**src/rtl/rstgen_pkg.sv**
```systemverilog
package rstgen_pkg;

    // State of one stretched reset domain
    typedef enum logic [1:0] {
        DOM_WAIT  = 2'd0,   // parent domain still in reset
        DOM_COUNT = 2'd1,   // stretching the reset low
        DOM_RUN   = 2'd2    // reset released
    } dom_state_e;

endpackage

```
**src/rtl/rstgen_sync.sv**
```systemverilog
// Release synchronizer: clears at once, releases after STAGES clock edges.
module rstgen_sync #(
    parameter int STAGES = 2
) (
    input  logic clk_i,
    input  logic arst_n_i,
    output logic rel_n_o
);

    logic [STAGES-1:0] chain_q;

    always_ff @(posedge clk_i or negedge arst_n_i) begin
        if (!arst_n_i) begin
            chain_q <= '0;
        end else begin
            chain_q <= {chain_q[STAGES-2:0], 1'b1};
        end
    end

    assign rel_n_o = chain_q[STAGES-1];

endmodule

```
**src/rtl/rstgen_domain.sv**
```systemverilog
// One nested reset domain with a restartable stretch counter.
module rstgen_domain
    import rstgen_pkg::*;
#(
    parameter int STRETCH = 16
) (
    input  logic clk_i,
    input  logic arst_n_i,
    input  logic enable_i,
    input  logic req_i,
    output logic rst_n_o
);

    localparam int              CW   = (STRETCH > 1) ? $clog2(STRETCH) : 1;
    localparam logic [CW-1:0]   LAST = CW'(STRETCH - 1);

    dom_state_e     state_q, state_d;
    logic [CW-1:0]  cnt_q, cnt_d;

    // State register
    always_ff @(posedge clk_i or negedge arst_n_i) begin
        if (!arst_n_i) begin
            state_q <= DOM_WAIT;
            cnt_q   <= '0;
        end else begin
            state_q <= state_d;
            cnt_q   <= cnt_d;
        end
    end

    // Next-state logic
    always_comb begin
        state_d = state_q;
        cnt_d   = cnt_q;
        unique case (state_q)
            DOM_WAIT: begin
                if (enable_i) begin            // start
                    state_d = DOM_COUNT;
                    cnt_d   = '0;
                end
            end
            DOM_COUNT: begin
                if (!enable_i) begin           // drop
                    state_d = DOM_WAIT;
                    cnt_d   = '0;
                end else if (req_i) begin      // restart
                    cnt_d   = '0;
                end else if (cnt_q == LAST) begin  // release
                    state_d = DOM_RUN;
                    cnt_d   = '0;
                end else begin
                    cnt_d   = cnt_q + 1'b1;
                end
            end
            DOM_RUN: begin
                if (!enable_i) begin           // drop
                    state_d = DOM_WAIT;
                end else if (req_i) begin      // trip
                    state_d = DOM_COUNT;
                    cnt_d   = '0;
                end
            end
            default: begin
                state_d = DOM_WAIT;
                cnt_d   = '0;
            end
        endcase
    end

    // Output register, aligned with the state register
    always_ff @(posedge clk_i or negedge arst_n_i) begin
        if (!arst_n_i) begin
            rst_n_o <= 1'b0;
        end else begin
            rst_n_o <= (state_d == DOM_RUN);
        end
    end

endmodule

```
**src/rtl/rstgen_top.sv**
```systemverilog
module rstgen_top #(
    parameter int STRETCH     = 16,
    parameter int SYNC_STAGES = 2
) (
    input  logic clk_i,
    input  logic por_n_i,
    input  logic tap_trst_n_i,
    input  logic sys_req_i,
    input  logic core_req_i,
    output logic dbg_rst_n_o,
    output logic sys_rst_n_o,
    output logic core_rst_n_o,
    output logic tap_rst_n_o
);

    // Domain 0 is the system domain, domain 1 is the core domain nested in it
    localparam int N_DOM = 2;

    logic               por_ok_n;
    logic               tap_ok_n;
    logic [N_DOM-1:0]   dom_req;
    logic [N_DOM-1:0]   dom_en;
    logic [N_DOM-1:0]   dom_rst_n;

    rstgen_sync #(.STAGES(SYNC_STAGES)) u_por_sync (
        .clk_i    (clk_i),
        .arst_n_i (por_n_i),
        .rel_n_o  (por_ok_n)
    );

    rstgen_sync #(.STAGES(SYNC_STAGES)) u_tap_sync (
        .clk_i    (clk_i),
        .arst_n_i (tap_trst_n_i),
        .rel_n_o  (tap_ok_n)
    );

    // A system request also resets the core
    assign dom_req[0] = sys_req_i;
    assign dom_req[1] = sys_req_i | core_req_i;

    for (genvar g = 0; g < N_DOM; g++) begin : g_dom
        if (g == 0) begin : g_root
            assign dom_en[g] = por_ok_n;
        end else begin : g_child
            assign dom_en[g] = dom_rst_n[g-1];
        end

        rstgen_domain #(.STRETCH(STRETCH)) u_dom (
            .clk_i    (clk_i),
            .arst_n_i (por_n_i),
            .enable_i (dom_en[g]),
            .req_i    (dom_req[g]),
            .rst_n_o  (dom_rst_n[g])
        );
    end

    assign dbg_rst_n_o  = por_ok_n;
    assign sys_rst_n_o  = dom_rst_n[0];
    assign core_rst_n_o = dom_rst_n[1];
    assign tap_rst_n_o  = tap_ok_n;

endmodule

```
**config.mk**
```make
export PLATFORM = sky130hd
export DESIGN_NAME = rstgen_top
export DESIGN_NICKNAME = d
export VERILOG_FILES = /design/src/rtl/rstgen_pkg.sv /design/src/rtl/rstgen_sync.sv /design/src/rtl/rstgen_domain.sv /design/src/rtl/rstgen_top.sv
export SDC_FILE = /design/constraint.sdc
export NUM_CORES = 1
export LEC_CHECK = 0
export BUFFER_PORTS_ARGS = -buffer_cell sky130_fd_sc_hd__buf_2
export CORE_MARGIN = 4
export CORE_UTILIZATION = 49
export CTS_CLUSTER_DIAMETER = 60
export DETAILED_ROUTE_END_ITERATION = 12
export PLACE_DENSITY = 0.79
export SETUP_SLACK_MARGIN = 0.05
export SLEW_MARGIN = 20
export SYNTH_ARGS = -nofsm -noshare
export SYNTH_HDL_FRONTEND = slang
export SYNTH_SLANG_ARGS = --single-unit
```
**constraint.sdc**
```tcl
create_clock -name clk_i -period 1.3 [get_ports clk_i]
set_clock_uncertainty 0.1 [all_clocks]
set_input_delay 0.26 -clock clk_i [delete_from_list [all_inputs] [get_ports clk_i]]
set_output_delay 0.26 -clock clk_i [all_outputs]
set_load 0.02 [all_outputs]
```
**Yosys cells after proc, flatten, opt, wreduce, memory -nomap -nowiden**

Index checks and enable logic that the tools add are counted.

- $add $sub $neg: 2
- Equal/unequal tests: 14
- Muxes and demuxes: 28
- Bitwise logic cells: 1
- Reductions and logical operators: 4

Operator list:

| operator | number |
|---|---|
| two-way mux 4 bit | 12 |
| two-way mux 2 bit | 12 |
| one-hot mux 4 bit (3 select lines) | 2 |
| one-hot mux 2 bit (3 select lines) | 2 |
| != test 2 bit (second input constant) | 5 |
| adder 4 x 1 -> 4 bit (second input constant) | 2 |
| == test 2 bit (second input constant) | 4 |
| == test 4 bit (second input constant) | 2 |
| AND reduction 3 bit | 2 |
| == test 2 x 1 -> 1 bit (second input constant) | 2 |
| zero test 2 bit | 2 |
| != test 2 x 1 -> 1 bit (second input constant) | 1 |
| OR 1 bit | 1 |

- Register bits after elaboration: 18
- Input bits: 5
- Output and inout bits: 4
- Word-level logic and storage cells: 57

**Longest topological paths before layout**

- Word-level depth: 6
- Gate-level depth with buffers: 5
- Mapped depth without buffers: 5

**Hierarchy**

A second synthesis with hierarchy kept.

- Cells, all modules: 73
- Area, all modules: 842.1 sq um

By module, submodules not included:

| module | instances | cells an instance | area an instance (sq um) | seq. area each (sq um) |
|---|---|---|---|---|
| rstgen_domain | 2 | 33 | 364.1 | 175.2 |
| rstgen_sync | 2 | 3 | 53.8 | 50.0 |
| rstgen_top | 1 | 1 | 6.3 | 0.0 |

**Least setup slack after synthesis**

Ideal clock, no wire load.

- Kind: reg2reg
- From: register g_dom[0].u_dom.rst_n_o
- To: register g_dom[1].u_dom.cnt_q[3]
- Library setup time: 0.076 ns
- Arrival time: 1.233 ns
- Data required time: 1.124 ns
- Setup slack: -0.109 ns
- Stages on the path, launching flop included: 5
- Buffers on the path: 0
- Clock period less this slack: 1.409 ns
- Cell sequence: dfrtp_1 > or3b_4 > nor2_4 > nand4_1 > o21ai_1

- Cells in the longest elaborated chain, start to end: 2
- Elaborated cells on any way between the ends: 5
- Those cells by class: 2 x eq/ne; 2 x mux; 1 x reduce/logical

RTL lines:

| item | RTL line | text |
|---|---|---|
| start, declared | rstgen_domain.sv:11 | `output logic rst_n_o` |
| start signal, assigned | rstgen_domain.sv:75 | `rst_n_o <= (state_d == DOM_RUN);` |
| two-way mux 4 bit or != test 2 bit (tied branches) | - |  |
| one-hot mux 4 bit (3 select lines) or AND reduction 3 bit (tied branches) | - |  |
| end signal, assigned | rstgen_domain.sv:27 | `cnt_q <= cnt_d;` |
| end, declared | rstgen_domain.sv:18 | `logic [CW-1:0] cnt_q, cnt_d;` |

Several ways; a longest one is shown, not always the timed one.
A chain may end at the register's enable or synchronous reset.

**Worst setup path in the final report**

Ends and elaborated chain as after synthesis.

==> run summary <==
Seq/Total Area, Yosys: 0.558
post-DP HPWL: 1270 um
vias after detailed routing: 711
Port Buffers: 8
highest routed layer: met4
CTS sink count: 18
commonest cells after routing, fill and taps aside: buf_4 (17), dfrtp_1 (15), o21ai_1 (7), buf_2 (6)
post-place setup slack: -0.101 ns
CTS tree: done
vias in the first global route: 709
Pwr Density: 866 nW/um2
unrepaired setup endpoints after global routing: yes
clock latency on the worst-skew pair: 0.29 ns
kind of critical path: reg2reg
Tcrit/Tclk final: 1.05
Fmax achieved: 0.732 GHz
Area Growth Syn to Fin: 44.0%
Fin Setup TNS: -0.181 ns
GRT overflow: 0
initial antenna violation count: 0
die area: 2360 um2
worst vdd ir: 0.646 mV
RR Endpoint: g_dom[1].u_dom.cnt_q[3]
flops & latches, synth: 18
CP Capture Type: flop
H-Tree Level Count: 1
launch point of the worst reg-to-reg path: g_dom[0].u_dom.rst_n_o
leakage power: 0.526 nW
most common cell after layout, fill and taps aside: buf_4
Core Area: 1520 um2
Initial Utilization: 0.530
Final Hold Fails: 0
Power, Total: 1.01 mW
final worst setup slack: -0.0668 ns
routed len/inst: 17.4 um
drt via density: 6.08
total CTS buffers: 3
Total GRT Usage: 0.174
unique cell type count in the Yosys netlist: 28
Yosys warnings: 0
n_diodes: 0
CP max FO: 4
maximum number of pins on one net before global-route repair: 17
Crit path required time: 1.42 ns
CP arrival: 1.48 ns
I/O pin total: 9
final weighted congestion in routability-driven placement: 0.913
Final Setup Violations: 6
Mapped Cells: 69
share of layout cells above drive strength 1: 0.515
Routed met1 length: 802 um
failing checks: setup timing
detailed-route DRC error count: 0
CTS root buf: clkbuf_4
r2r worst-path depth: 4
initial DRC count: 20
die height: 48.6 um
Max clock buf depth: 2
Hold Crit Class: in2async
post-layout min period: 1.37 ns
max-cap viol count: 0
first-pass GRT wire length: 3310 um
met3 wire length: 56 um
Worst-path clk slew: 0.11 ns
Netlist Area Pre-Place: 807 um2
Synth Area per Inst: 11.7 um2
Startpoint Class: flop
outcome: complete, but fails checks
Worst R2R Setup Slack: -0.07 ns
Routed Wire Length: 2030 um
die extent in x: 48.6 um
layout net count: 109
Antenna Violating Nets Remaining: 0
# rows: 14
Initial DRT Pass Iterations: 4
count of pins over their slew limit: 0
met2 wire length: 1140 um
[critical path: stages (launching register included)]
cell     delay, ns
dfrtp_2       0.38
or3b_4        0.43
nor2_4        0.14
nand4_1       0.10
o21ai_1       0.15
[flip-flops by register name, indices dropped and copies added (netlist names)]
name,flops
u_por_sync.chain_q,2
u_tap_sync.chain_q,2
g_dom.u_dom.cnt_q,8
g_dom.u_dom.state_q,4
g_dom.u_dom.rst_n_o,2
[cell families (layout without fill, tap and decap cells)]
group | after synthesis | in the layout | share of synthesized area
compound gates | 24 | 24 | 0.197
fa+ha+maj | 2 | 2 | 0.0310
buf+inv | 1 | 32 | 0.0140
flops | 18 | 18 | 0.558
mux | 1 | 1 | 0.0140
other cells | 1 | 2 | 0.00465
simple gates | 22 | 22 | 0.181
[layer usage]
| layer | track usage | vias up |
|---|---|---|
| met5 | 0 | - |
| met4 | 0.0404 | 0 |
| met3 | 0.0245 | 4 |
| met2 | 0.317 | 20 |
| met1 | 0.214 | 364 |
| li1 | - | 323 |
[metrics by stage]
stage | util | cell area [um2] | instances | hold WS, ns
after global placement | 0.653 | 995 | 107 | -0.0558
after CTS | 0.733 | 1120 | 116 | 0.153
after detailed placement | 0.653 | 995 | 107 | -0.0538
after floorplan | - | 841 | 70 | -0.136
after global routing | 0.763 | 1160 | 117 | 0.175
final | 0.763 | 1160 | 117 | 0.176
[worst max-delay path by stage]
stage	from	to
global placement	sys_req_i	g_dom[1].u_dom.cnt_q[3]
CTS	g_dom[0].u_dom.rst_n_o	g_dom[1].u_dom.cnt_q[3]
finish	g_dom[0].u_dom.rst_n_o	g_dom[1].u_dom.cnt_q[3]
floorplan	g_dom[0].u_dom.rst_n_o	g_dom[1].u_dom.cnt_q[3]
global route	g_dom[0].u_dom.rst_n_o	g_dom[1].u_dom.cnt_q[3]
detailed placement	sys_req_i	g_dom[1].u_dom.cnt_q[3]
[power by group]
group          total (mW)  internal (mW)  switching (mW)
registers           0.581          0.570          0.0110
clock network       0.348          0.170           0.177
logic              0.0779         0.0394          0.0386
total                1.01          0.780           0.227
[cell usage after synthesis]
master     count  area share
o211a_1        1       0.012
nor3_1         1      0.0062
mux2_2         1       0.014
nand2b_1       3       0.023
o21ai_0        7       0.043
nor2b_1        1      0.0078
nand4bb_1      1       0.014
o21ai_1        1      0.0062
a211oi_1       1      0.0093
ha_1           2       0.031
nand3b_1       1      0.0093
nor2_4         1       0.014
nand4_1        3       0.023
o32ai_1        1       0.011
a21oi_1        5       0.031
and4bb_2       1       0.016
a21o_1         3       0.028
nor2_1         2      0.0093
a22o_1         3       0.033
dfrtp_1       18        0.56
nor3b_1        2       0.019
conb_1         1      0.0046
and3_1         1      0.0078
o311a_1        1       0.012
or3b_4         1       0.014
buf_6          1       0.014
a311oi_1       1       0.011
nand2_1        4       0.019
[repair_timing]
| item | 4_1_cts | 5_1_grt |
|---|---|---|
| pin swaps | 5 | 3 |
| endpoints found under the hold margin | 18 | 0 |
| hold buffers | 2 | 0 |
| setup buffers | 3 | 1 |
| resized for setup | 10 | 11 |
| endpoints found under the setup margin | 10 | 16 |
| cloned | 0 | 0 |
[layout make-up]
cell class                      count  area, um2
Clock buffer                        4       36.3
Sequential cell                    18        454
Tap cell                           16       20.0
Timing Repair Buffer               28        211
Multi-Input combinational cell     51        440
Fill cell                          95        362
No activity file was read; power rests on OpenSTA's default activity.
